## src/rtl/sharedpin_port_pkg.sv

```systemverilog
package sharedpin_port_pkg;

    typedef enum logic [1:0] {
        REG_DATA = 2'd0,
        REG_DIR  = 2'd1,
        REG_PULL = 2'd2,
        REG_CTRL = 2'd3
    } reg_sel_e;

    typedef enum logic {
        OO_DEBUG = 1'b0,
        OO_PORT  = 1'b1
    } oo_state_e;

endpackage

```

## src/rtl/sharedpin_sync.sv

```systemverilog
module sharedpin_sync #(
    parameter int W      = 5,
    parameter int STAGES = 2
) (
    input  logic         clk,
    input  logic         rst_n,
    input  logic [W-1:0] d,
    output logic [W-1:0] q
);
    logic [W-1:0] stg_q [STAGES];

    always_ff @(posedge clk or negedge rst_n) begin
        if (!rst_n) begin
            for (int k = 0; k < STAGES; k++) stg_q[k] <= '0;
        end else begin
            stg_q[0] <= d;
            for (int k = 1; k < STAGES; k++) stg_q[k] <= stg_q[k-1];
        end
    end

    assign q = stg_q[STAGES-1];
endmodule

```

## src/rtl/sharedpin_oo_fsm.sv

```systemverilog
module sharedpin_oo_fsm
    import sharedpin_port_pkg::*;
(
    input  logic      clk,
    input  logic      rst_n,
    input  logic      ctrl_we,
    input  logic      claim,
    output oo_state_e state,
    output logic      port_own
);
    oo_state_e state_q, state_d;

    always_ff @(posedge clk or negedge rst_n) begin
        if (!rst_n) state_q <= OO_DEBUG;
        else        state_q <= state_d;
    end

    always_comb begin
        state_d = state_q;
        unique case (state_q)
            OO_DEBUG: if (ctrl_we && claim)  state_d = OO_PORT;
            OO_PORT:  if (ctrl_we && !claim) state_d = OO_DEBUG;
        endcase
    end

    always_comb begin
        state    = state_q;
        port_own = (state_q == OO_PORT);
    end
endmodule

```

## src/rtl/sharedpin_regs.sv

```systemverilog
module sharedpin_regs
    import sharedpin_port_pkg::*;
#(
    parameter int NB = 4,
    parameter int DW = 8
) (
    input  logic          clk,
    input  logic          rst_n,
    input  logic          we,
    input  reg_sel_e      addr,
    input  logic [DW-1:0] wdata,
    input  logic [NB:0]   sync_in,
    input  logic [NB-1:0] analog_en,
    input  logic          port_own,
    output logic [NB-1:0] dir_q,
    output logic [NB-1:0] lat_q,
    output logic          lat_oo_q,
    output logic [NB:0]   pull_q,
    output logic [DW-1:0] rdata
);
    localparam int IN_BIT = NB;
    localparam int OO_BIT = NB + 1;

    logic wdata_unused;
    assign wdata_unused = ^wdata[DW-1:OO_BIT+1];

    always_ff @(posedge clk or negedge rst_n) begin
        if (!rst_n) begin
            dir_q    <= '0;
            lat_q    <= '0;
            lat_oo_q <= 1'b0;
            pull_q   <= '0;
        end else if (we) begin
            unique case (addr)
                REG_DATA: begin
                    lat_q    <= wdata[NB-1:0];
                    lat_oo_q <= wdata[OO_BIT];
                end
                REG_DIR:  dir_q  <= wdata[NB-1:0];
                REG_PULL: pull_q <= wdata[IN_BIT:0];
                REG_CTRL: ;
            endcase
        end
    end

    always_comb begin
        rdata = '0;
        unique case (addr)
            REG_DATA: begin
                rdata[NB-1:0] = ((dir_q & lat_q) | (~dir_q & sync_in[NB-1:0])) & ~analog_en;
                rdata[IN_BIT] = sync_in[IN_BIT];
                rdata[OO_BIT] = lat_oo_q;
            end
            REG_DIR: begin
                rdata[NB-1:0] = dir_q;
                rdata[IN_BIT] = 1'b0;
                rdata[OO_BIT] = 1'b1;
            end
            REG_PULL: rdata[IN_BIT:0] = pull_q;
            REG_CTRL: rdata[0] = port_own;
        endcase
    end
endmodule

```

## src/rtl/sharedpin_pinmux.sv

```systemverilog
module sharedpin_pinmux
    import sharedpin_port_pkg::*;
#(
    parameter int NB = 4
) (
    input  logic          clk,
    input  logic          rst_n,
    input  logic [NB-1:0] dir_q,
    input  logic [NB-1:0] lat_q,
    input  logic          lat_oo_q,
    input  logic [NB:0]   pull_q,
    input  logic [NB:0]   sync_q,
    input  logic [NB-1:0] periph_en,
    input  logic [NB-1:0] periph_oe,
    input  logic [NB-1:0] periph_out,
    input  logic [NB-1:0] analog_en,
    input  oo_state_e     oo_state,
    input  logic          dbg_oe,
    input  logic          dbg_out,
    output logic [NB+1:0] pad_out,
    output logic [NB+1:0] pad_oe,
    output logic [NB+1:0] pad_pull,
    output logic [NB:0]   pin_in
);
    localparam int IN_BIT = NB;
    localparam int OO_BIT = NB + 1;

    logic clk_unused;
    assign clk_unused = clk ^ rst_n;

    for (genvar i = 0; i < NB; i++) begin : g_bidir
        logic oe_b, out_b;
        always_comb begin
            if (analog_en[i]) begin
                oe_b  = 1'b0;
                out_b = 1'b0;
            end else if (periph_en[i]) begin
                oe_b  = periph_oe[i];
                out_b = periph_out[i];
            end else begin
                oe_b  = dir_q[i];
                out_b = lat_q[i];
            end
        end
        assign pad_oe[i]   = oe_b;
        assign pad_out[i]  = out_b;
        assign pad_pull[i] = pull_q[i] & ~oe_b & ~analog_en[i];
        assign pin_in[i]   = sync_q[i] & ~analog_en[i];
    end

    assign pad_oe[IN_BIT]   = 1'b0;
    assign pad_out[IN_BIT]  = 1'b0;
    assign pad_pull[IN_BIT] = pull_q[IN_BIT];
    assign pin_in[IN_BIT]   = sync_q[IN_BIT];

    logic oo_oe, oo_out;
    always_comb begin
        unique case (oo_state)
            OO_DEBUG: begin
                oo_oe  = dbg_oe;
                oo_out = dbg_out;
            end
            OO_PORT: begin
                oo_oe  = 1'b1;
                oo_out = lat_oo_q;
            end
        endcase
    end
    assign pad_oe[OO_BIT]   = oo_oe;
    assign pad_out[OO_BIT]  = oo_out;
    assign pad_pull[OO_BIT] = 1'b0;
endmodule

```

## src/rtl/sharedpin_port.sv

```systemverilog
module sharedpin_port
    import sharedpin_port_pkg::*;
#(
    parameter int NB          = 4,
    parameter int DW          = 8,
    parameter int SYNC_STAGES = 2
) (
    input  logic          clk,
    input  logic          rst_n,
    input  logic          bus_we,
    input  logic [1:0]    bus_addr,
    input  logic [DW-1:0] bus_wdata,
    output logic [DW-1:0] bus_rdata,
    input  logic [NB:0]   pad_in,
    output logic [NB+1:0] pad_out,
    output logic [NB+1:0] pad_oe,
    output logic [NB+1:0] pad_pull,
    input  logic [NB-1:0] periph_en,
    input  logic [NB-1:0] periph_oe,
    input  logic [NB-1:0] periph_out,
    input  logic [NB-1:0] analog_en,
    input  logic          dbg_oe,
    input  logic          dbg_out,
    output logic [NB:0]   pin_in
);
    localparam int SENSE_W = NB + 1;

    reg_sel_e      addr_sel;
    oo_state_e     oo_state;
    logic          port_own;
    logic [NB:0]   sync_q;
    logic [NB-1:0] dir_q, lat_q;
    logic          lat_oo_q;
    logic [NB:0]   pull_q;

    assign addr_sel = reg_sel_e'(bus_addr);

    sharedpin_sync #(.W(SENSE_W), .STAGES(SYNC_STAGES)) u_sync (
        .clk   (clk),
        .rst_n (rst_n),
        .d     (pad_in),
        .q     (sync_q)
    );

    sharedpin_oo_fsm u_fsm (
        .clk      (clk),
        .rst_n    (rst_n),
        .ctrl_we  (bus_we && (addr_sel == REG_CTRL)),
        .claim    (bus_wdata[0]),
        .state    (oo_state),
        .port_own (port_own)
    );

    sharedpin_regs #(.NB(NB), .DW(DW)) u_regs (
        .clk       (clk),
        .rst_n     (rst_n),
        .we        (bus_we),
        .addr      (addr_sel),
        .wdata     (bus_wdata),
        .sync_in   (sync_q),
        .analog_en (analog_en),
        .port_own  (port_own),
        .dir_q     (dir_q),
        .lat_q     (lat_q),
        .lat_oo_q  (lat_oo_q),
        .pull_q    (pull_q),
        .rdata     (bus_rdata)
    );

    sharedpin_pinmux #(.NB(NB)) u_mux (
        .clk        (clk),
        .rst_n      (rst_n),
        .dir_q      (dir_q),
        .lat_q      (lat_q),
        .lat_oo_q   (lat_oo_q),
        .pull_q     (pull_q),
        .sync_q     (sync_q),
        .periph_en  (periph_en),
        .periph_oe  (periph_oe),
        .periph_out (periph_out),
        .analog_en  (analog_en),
        .oo_state   (oo_state),
        .dbg_oe     (dbg_oe),
        .dbg_out    (dbg_out),
        .pad_out    (pad_out),
        .pad_oe     (pad_oe),
        .pad_pull   (pad_pull),
        .pin_in     (pin_in)
    );
endmodule

```

## config.mk

```make
export PLATFORM = sky130hd
export DESIGN_NAME = sharedpin_port
export DESIGN_NICKNAME = d
export VERILOG_FILES = /design/src/rtl/sharedpin_port_pkg.sv /design/src/rtl/sharedpin_sync.sv /design/src/rtl/sharedpin_oo_fsm.sv /design/src/rtl/sharedpin_regs.sv /design/src/rtl/sharedpin_pinmux.sv /design/src/rtl/sharedpin_port.sv
export SDC_FILE = /design/constraint.sdc
export NUM_CORES = 1
export LEC_CHECK = 0
export CORE_MARGIN = 5
export CORE_UTILIZATION = 39
export DETAILED_ROUTE_END_ITERATION = 8
export PLACE_DENSITY_LB_ADDON = 0.2
export SYNTH_ARGS = -nofsm -noshare
export SYNTH_HDL_FRONTEND = slang
export SYNTH_SLANG_ARGS = --single-unit
```

## constraint.sdc

```tcl
create_clock -name clk -period 1.2 [get_ports clk]
set_input_delay 0.18 -clock clk [delete_from_list [all_inputs] [get_ports clk]]
set_output_delay 0.18 -clock clk [all_outputs]
set_load 0.01 [all_outputs]
```

Word-level counts from Yosys, hierarchy flattened. Index checks and enable logic that the tools add are counted.

Register bits after elaboration: 25.

Muxes and demuxes: 24. Equality and inequality tests: 3. Bitwise gates (word level): 27. Reduce and logical (&&, ||, !) cells: 8.

Operators with widths (number): two-way mux 1 bit (18); AND 1 bit (12); AND 4 bit (3); case mux 4 bit (3 select lines) (1); NOT 1 bit (9); NOT 4 bit (2); case mux 1 bit (2 select lines) (4); AND reduction 2 bit (3); == test 2 bit (second input constant) (2); bitwise OR 4 bit (1); case mux 1 bit (4 select lines) (1); logical AND 1 bit (3); == test 2 x 1 -> 1 bit (second input constant) (1); logical NOT 2 bit (1); logical NOT 1 bit (1).

Logic depth before layout (Yosys ltp).
Depth in word-level cells: 5. Mapped depth: 4. Gate-level depth less buffers: 3.

Modules after synthesis. Synthesis repeated with hierarchy kept, for this count alone.

Cells, all modules: 122. Area, all modules: 1393.8 um^2.

By module, submodules not included: sharedpin_regs (area each 748.2 um^2, sequential area each 350.3 um^2, times used 1, cells each 61); sharedpin_pinmux (area each 304.0 um^2, sequential area each 0.0 um^2, times used 1, cells each 42); sharedpin_sync (area each 287.8 um^2, sequential area each 250.2 um^2, times used 1, cells each 15); sharedpin_oo_fsm (area each 47.5 um^2, sequential area each 25.0 um^2, times used 1, cells each 3); sharedpin_port (area each 6.3 um^2, sequential area each 0.0 um^2, times used 1, cells each 1).

Least setup slack after synthesis. OpenSTA, ideal clock, no wires.

Path kind: reg-to-output. Start: reg u_regs.dir_q[0]. End: out bus_rdata[0]. Buffers on the path: 0. Required time: 1.020 ns. Data arrival time: 1.059 ns. Setup slack: -0.039 ns. Stages on the path, launching flop included: 4. Path through: dfrtp_1 -> mux2i_1 -> or3_1 -> a22oi_1.

Longest elaborated chain between the ends: 5.

RTL lines: start, declared (line sharedpin_regs.sv:15) `output logic [NB-1:0] dir_q,`; start signal, assigned (line sharedpin_regs.sv:39) `REG_DIR: dir_q <= wdata[NB-1:0];`; NOT 4 bit (line sharedpin_regs.sv:50) `rdata[NB-1:0] = ((dir_q & lat_q) | (~dir_q & sync_in[NB-1:0])) & ~analog_en;`; AND 4 bit (line sharedpin_regs.sv:50); bitwise OR 4 bit (line sharedpin_regs.sv:50); AND 4 bit (line sharedpin_regs.sv:50); case mux 1 bit (4 select lines) (*) (line sharedpin_regs.sv:48) `unique case (addr)`; end, declared (line sharedpin_port.sv:13) `output logic [DW-1:0] bus_rdata,`.

Every way passes the cells marked *; elsewhere a longest branch is shown, timed or not.

Worst setup path in the final report. Same ends and word-level chain as after synthesis.

==> impl_metrics.csv <==
group,metric,value,unit
outcome,status,"complete, but fails checks",
outcome,violations,"setup timing",
sta,period_needed,1.65,ns
global_route,first_global_vias,1260,
yosys,yosysTopAreaCell,"dfrtp_1",
global_route,antenna_found_initial,0,
sta,skew,0.000139,ns
yosys,netlist_instances,113,
sta,setup_violations,19,
critical_path,cp_slowest_cell,"dfrtp_1",
cells_and_area,fillCellCount,278,
detailed_routing,wirelength,3.39,mm
detailed_routing,via_count,1146,
critical_path,cp-startpoint,"u_regs.dir_q[0]",
power,pwr-share-clk,15.8,%
yosys,synth_top_area_share,47.3,%
worst_hold_path,hold_class,"in2async",
placed_design,numPortBuffers,59,
clocking,holdBufCountCts,0,
yosys,synth_warnings,0,
floorplanning,core_area,0.00331,mm^2
detailed_routing,wl_per_cell,13.8,um
yosys,yosys-top-cells-count,"25 x dfrtp_1, 17 x buf_4, 16 x mux2_2",
detailed_routing,drc_errors,0,
yosys,yosys.cell_types.count,23,
sta,fin_crit_sh,137,%
cells_and_area,layout.nets,237,
critical_path,crit_type,"reg2out",
detailed_routing,viasPerCell,4.66,
run,max_cap_viol_count,0,
critical_path,worst_ep_arrival_time,1.47,ns
sta,setup_ws,-0.446,ns
critical_path,rr_worst_depth,3,
critical_path,end_kind,"primary output",
clocking,cts.sinks,25,
global_route,gr-usage-all-layers,15.3,%
critical_path,cp.required,1.02,ns
critical_path,cp_slowest_stage_delay,0.41,ns
sta,fmax,608,MHz
critical_path,path_cells,"mux2i_1 -> or3_1 -> a22oi_2 -> buf_2",
critical_path,reg2reg_from,"u_regs.dir_q[1]",
yosys,yosysMostFrequentCell,"dfrtp_1",
sta,grt_setup_unrepaired,"yes",
clocking,clkLatencyLatePin,0.31,ns
yosys,synthFlopType,"dfrtp_1",
floorplanning,die_y,68.2,um
power,cellInternalPower,1.67,mW
sta,finalHoldViolCount,0,
yosys,synthArstFlopShare,100,%
detailed_routing,first_iter_violations,16,
power,combinationalPowerShare,39.5,%
clocking,path_clk_slew,0.13,ns
floorplanning,dieWidth,68.2,um
yosys,seq_area_frac_synth,47.3,%
power,p_sw_share,28.3,%
cells_and_area,diodes,0,
floorplanning,rows,21,
critical_path,critPathMaxFanout,2,
cells_and_area,synthToLayoutAreaGrowth,64.2,%
placed_design,place_congestion,0.789,
cells_and_area,drive_gt1_share,49.0,%
detailed_routing,postRouteAntennaNets,0,
yosys,ys_ff_latch,25,
yosys,avgSynthCellArea,11.7,um^2
power,power_density,1070,mW/mm^2
clocking,cts_buffers,3,
floorplanning,die-area,0.00466,mm^2
clocking,cts_tree,"yes",
global_route,grt_pass1_wl,5.33,mm
cells_and_area,fin_util,65.6,%
yosys,synth_area,0.00132,mm^2
power,power_switching,657,uW
global_route,overflow,0,
power,p_leak,1.06,nW
yosys,synth_edf_count,0,
floorplanning,start_util,39.9,%
power,ir_worst_vdd,0.826,mV
power,power,2.32,mW
critical_path,start_kind,"flip-flop",
detailed_routing,drtPass1Iterations,4,
yosys,netlist_top_cells_area,"dfrtp_1 47%, mux2_2 14%, mux2i_1 11%",
floorplanning,num_io_pins,67,
critical_path,rrSetupSlack,0.17,ns
critical_path,reg2reg_to,"u_regs.dir_q[1]",
clocking,cts_root_buffer,"clkbuf_4",
clocking,cts_max_level,1,
clocking,cts_buffer_depth,2,
critical_path,cp_num_buf_inv,1,
placed_design,hpwl,2.59,mm
power,seqPwrFrac,44.7,%
critical_path,crit_family,"flip-flops",
global_route,grt_start_max_net_pins,26,
sta,slew_violations,0,
==> repair_timing <==
action | in CTS | in global routing
setup buffers | 8 | 3
pin swaps | 8 | 9
setup endpoints to repair | 40 | 25
resized for setup | 125 | 14
==> layer usage <==
metal	GRT usage [%]	wire, um
met4	5.21	45
met5	0	0
met1	16.3	1270
met2	29.6	1790
met3	3.12	282
==> how the worst max path moves through the flow <==
| stage | endpoint | slack [ns] | cells past startpoint |
|---|---|---|---|
| floorplan | bus_rdata[0] | 0.005 | 3 |
| global placement | bus_rdata[3] | -0.74 | 5 |
| detailed placement | bus_rdata[3] | -0.75 | 5 |
| CTS | bus_rdata[0] | -0.47 | 4 |
| global route | bus_rdata[0] | -0.52 | 4 |
| finish | bus_rdata[0] | -0.45 | 4 |
==> per-stage QoR <==
step	TNS, ns	setup WS [ns]	hold slack [ns]	instance area [um^2]	cells
floorplan	0	0.00499	-0.116	1340	117
global placement	-19.27	-0.737	0.332	2080	232
detailed placement	-20.23	-0.754	0.336	2080	232
CTS	-5.11	-0.468	0.193	2100	244
global route	-6.62	-0.515	0.195	2170	246
finish	-4.98	-0.446	0.188	2170	246
==> kinds of logic (layout without fill, tap and decap cells) <==
family	count (synthesis)	count (layout)	synth area share (%)
buffers and inverters	20	103	10.7
multiplexers	30	30	24.2
flip-flops	25	25	47.3
AO/OA/AOI/OAI	8	8	4.64
other	1	5	0.284
AND/OR/NAND/NOR	29	29	12.9
==> power groups by stage <==
stage	combinational [mW]	sequential (mW)	clock (mW)
after floorplan	0.398	1.04	0
after global placement	0.828	1.04	0
after detailed placement	0.846	1.05	0
after CTS	0.860	1.03	0.384
after global routing	0.996	1.05	0.413
final	0.917	1.04	0.366
==> registers in the layout (all words and copies together) (netlist names), named ones only <==
register / count
u_regs.dir_q: 4
u_regs.lat_oo_q: 1
u_regs.lat_q: 4
u_regs.pull_q: 5
u_sync.q: 5
u_sync.stg_q: 5
==> cell usage in the layout, fill, tap and decap left out, drive strengths merged <==
cell type	Yosys	layout
mux2i	14	14
a22o	3	3
clkinv	0	1
dlygate4sd2	0	6
and2b	1	1
o31ai	3	3
a21oi	1	1
mux2	16	16
nand2	4	4
dfrtp	25	25
nand3	2	2
clkbuf	1	3
conb	1	5
buf	18	65
nor2	11	11
or2	1	1
nor2b	4	4
or3	1	1
nor3b	5	5
a22oi	1	1
inv	1	1
clkdlybuf4s50	0	27
==> layout make-up <==
class                           instances  area [um^2]  area share [%]
Timing Repair Buffer                   98          843            38.8
Sequential cell                        25          626            28.8
Multi-Input combinational cell         72          614            28.3
Tap cell                               46         57.6            2.65
Clock buffer                            3         22.5            1.04
Clock inverter                          1         5.00           0.230
Inverter                                1         3.75           0.173
Power figures use the tool's default switching activity.
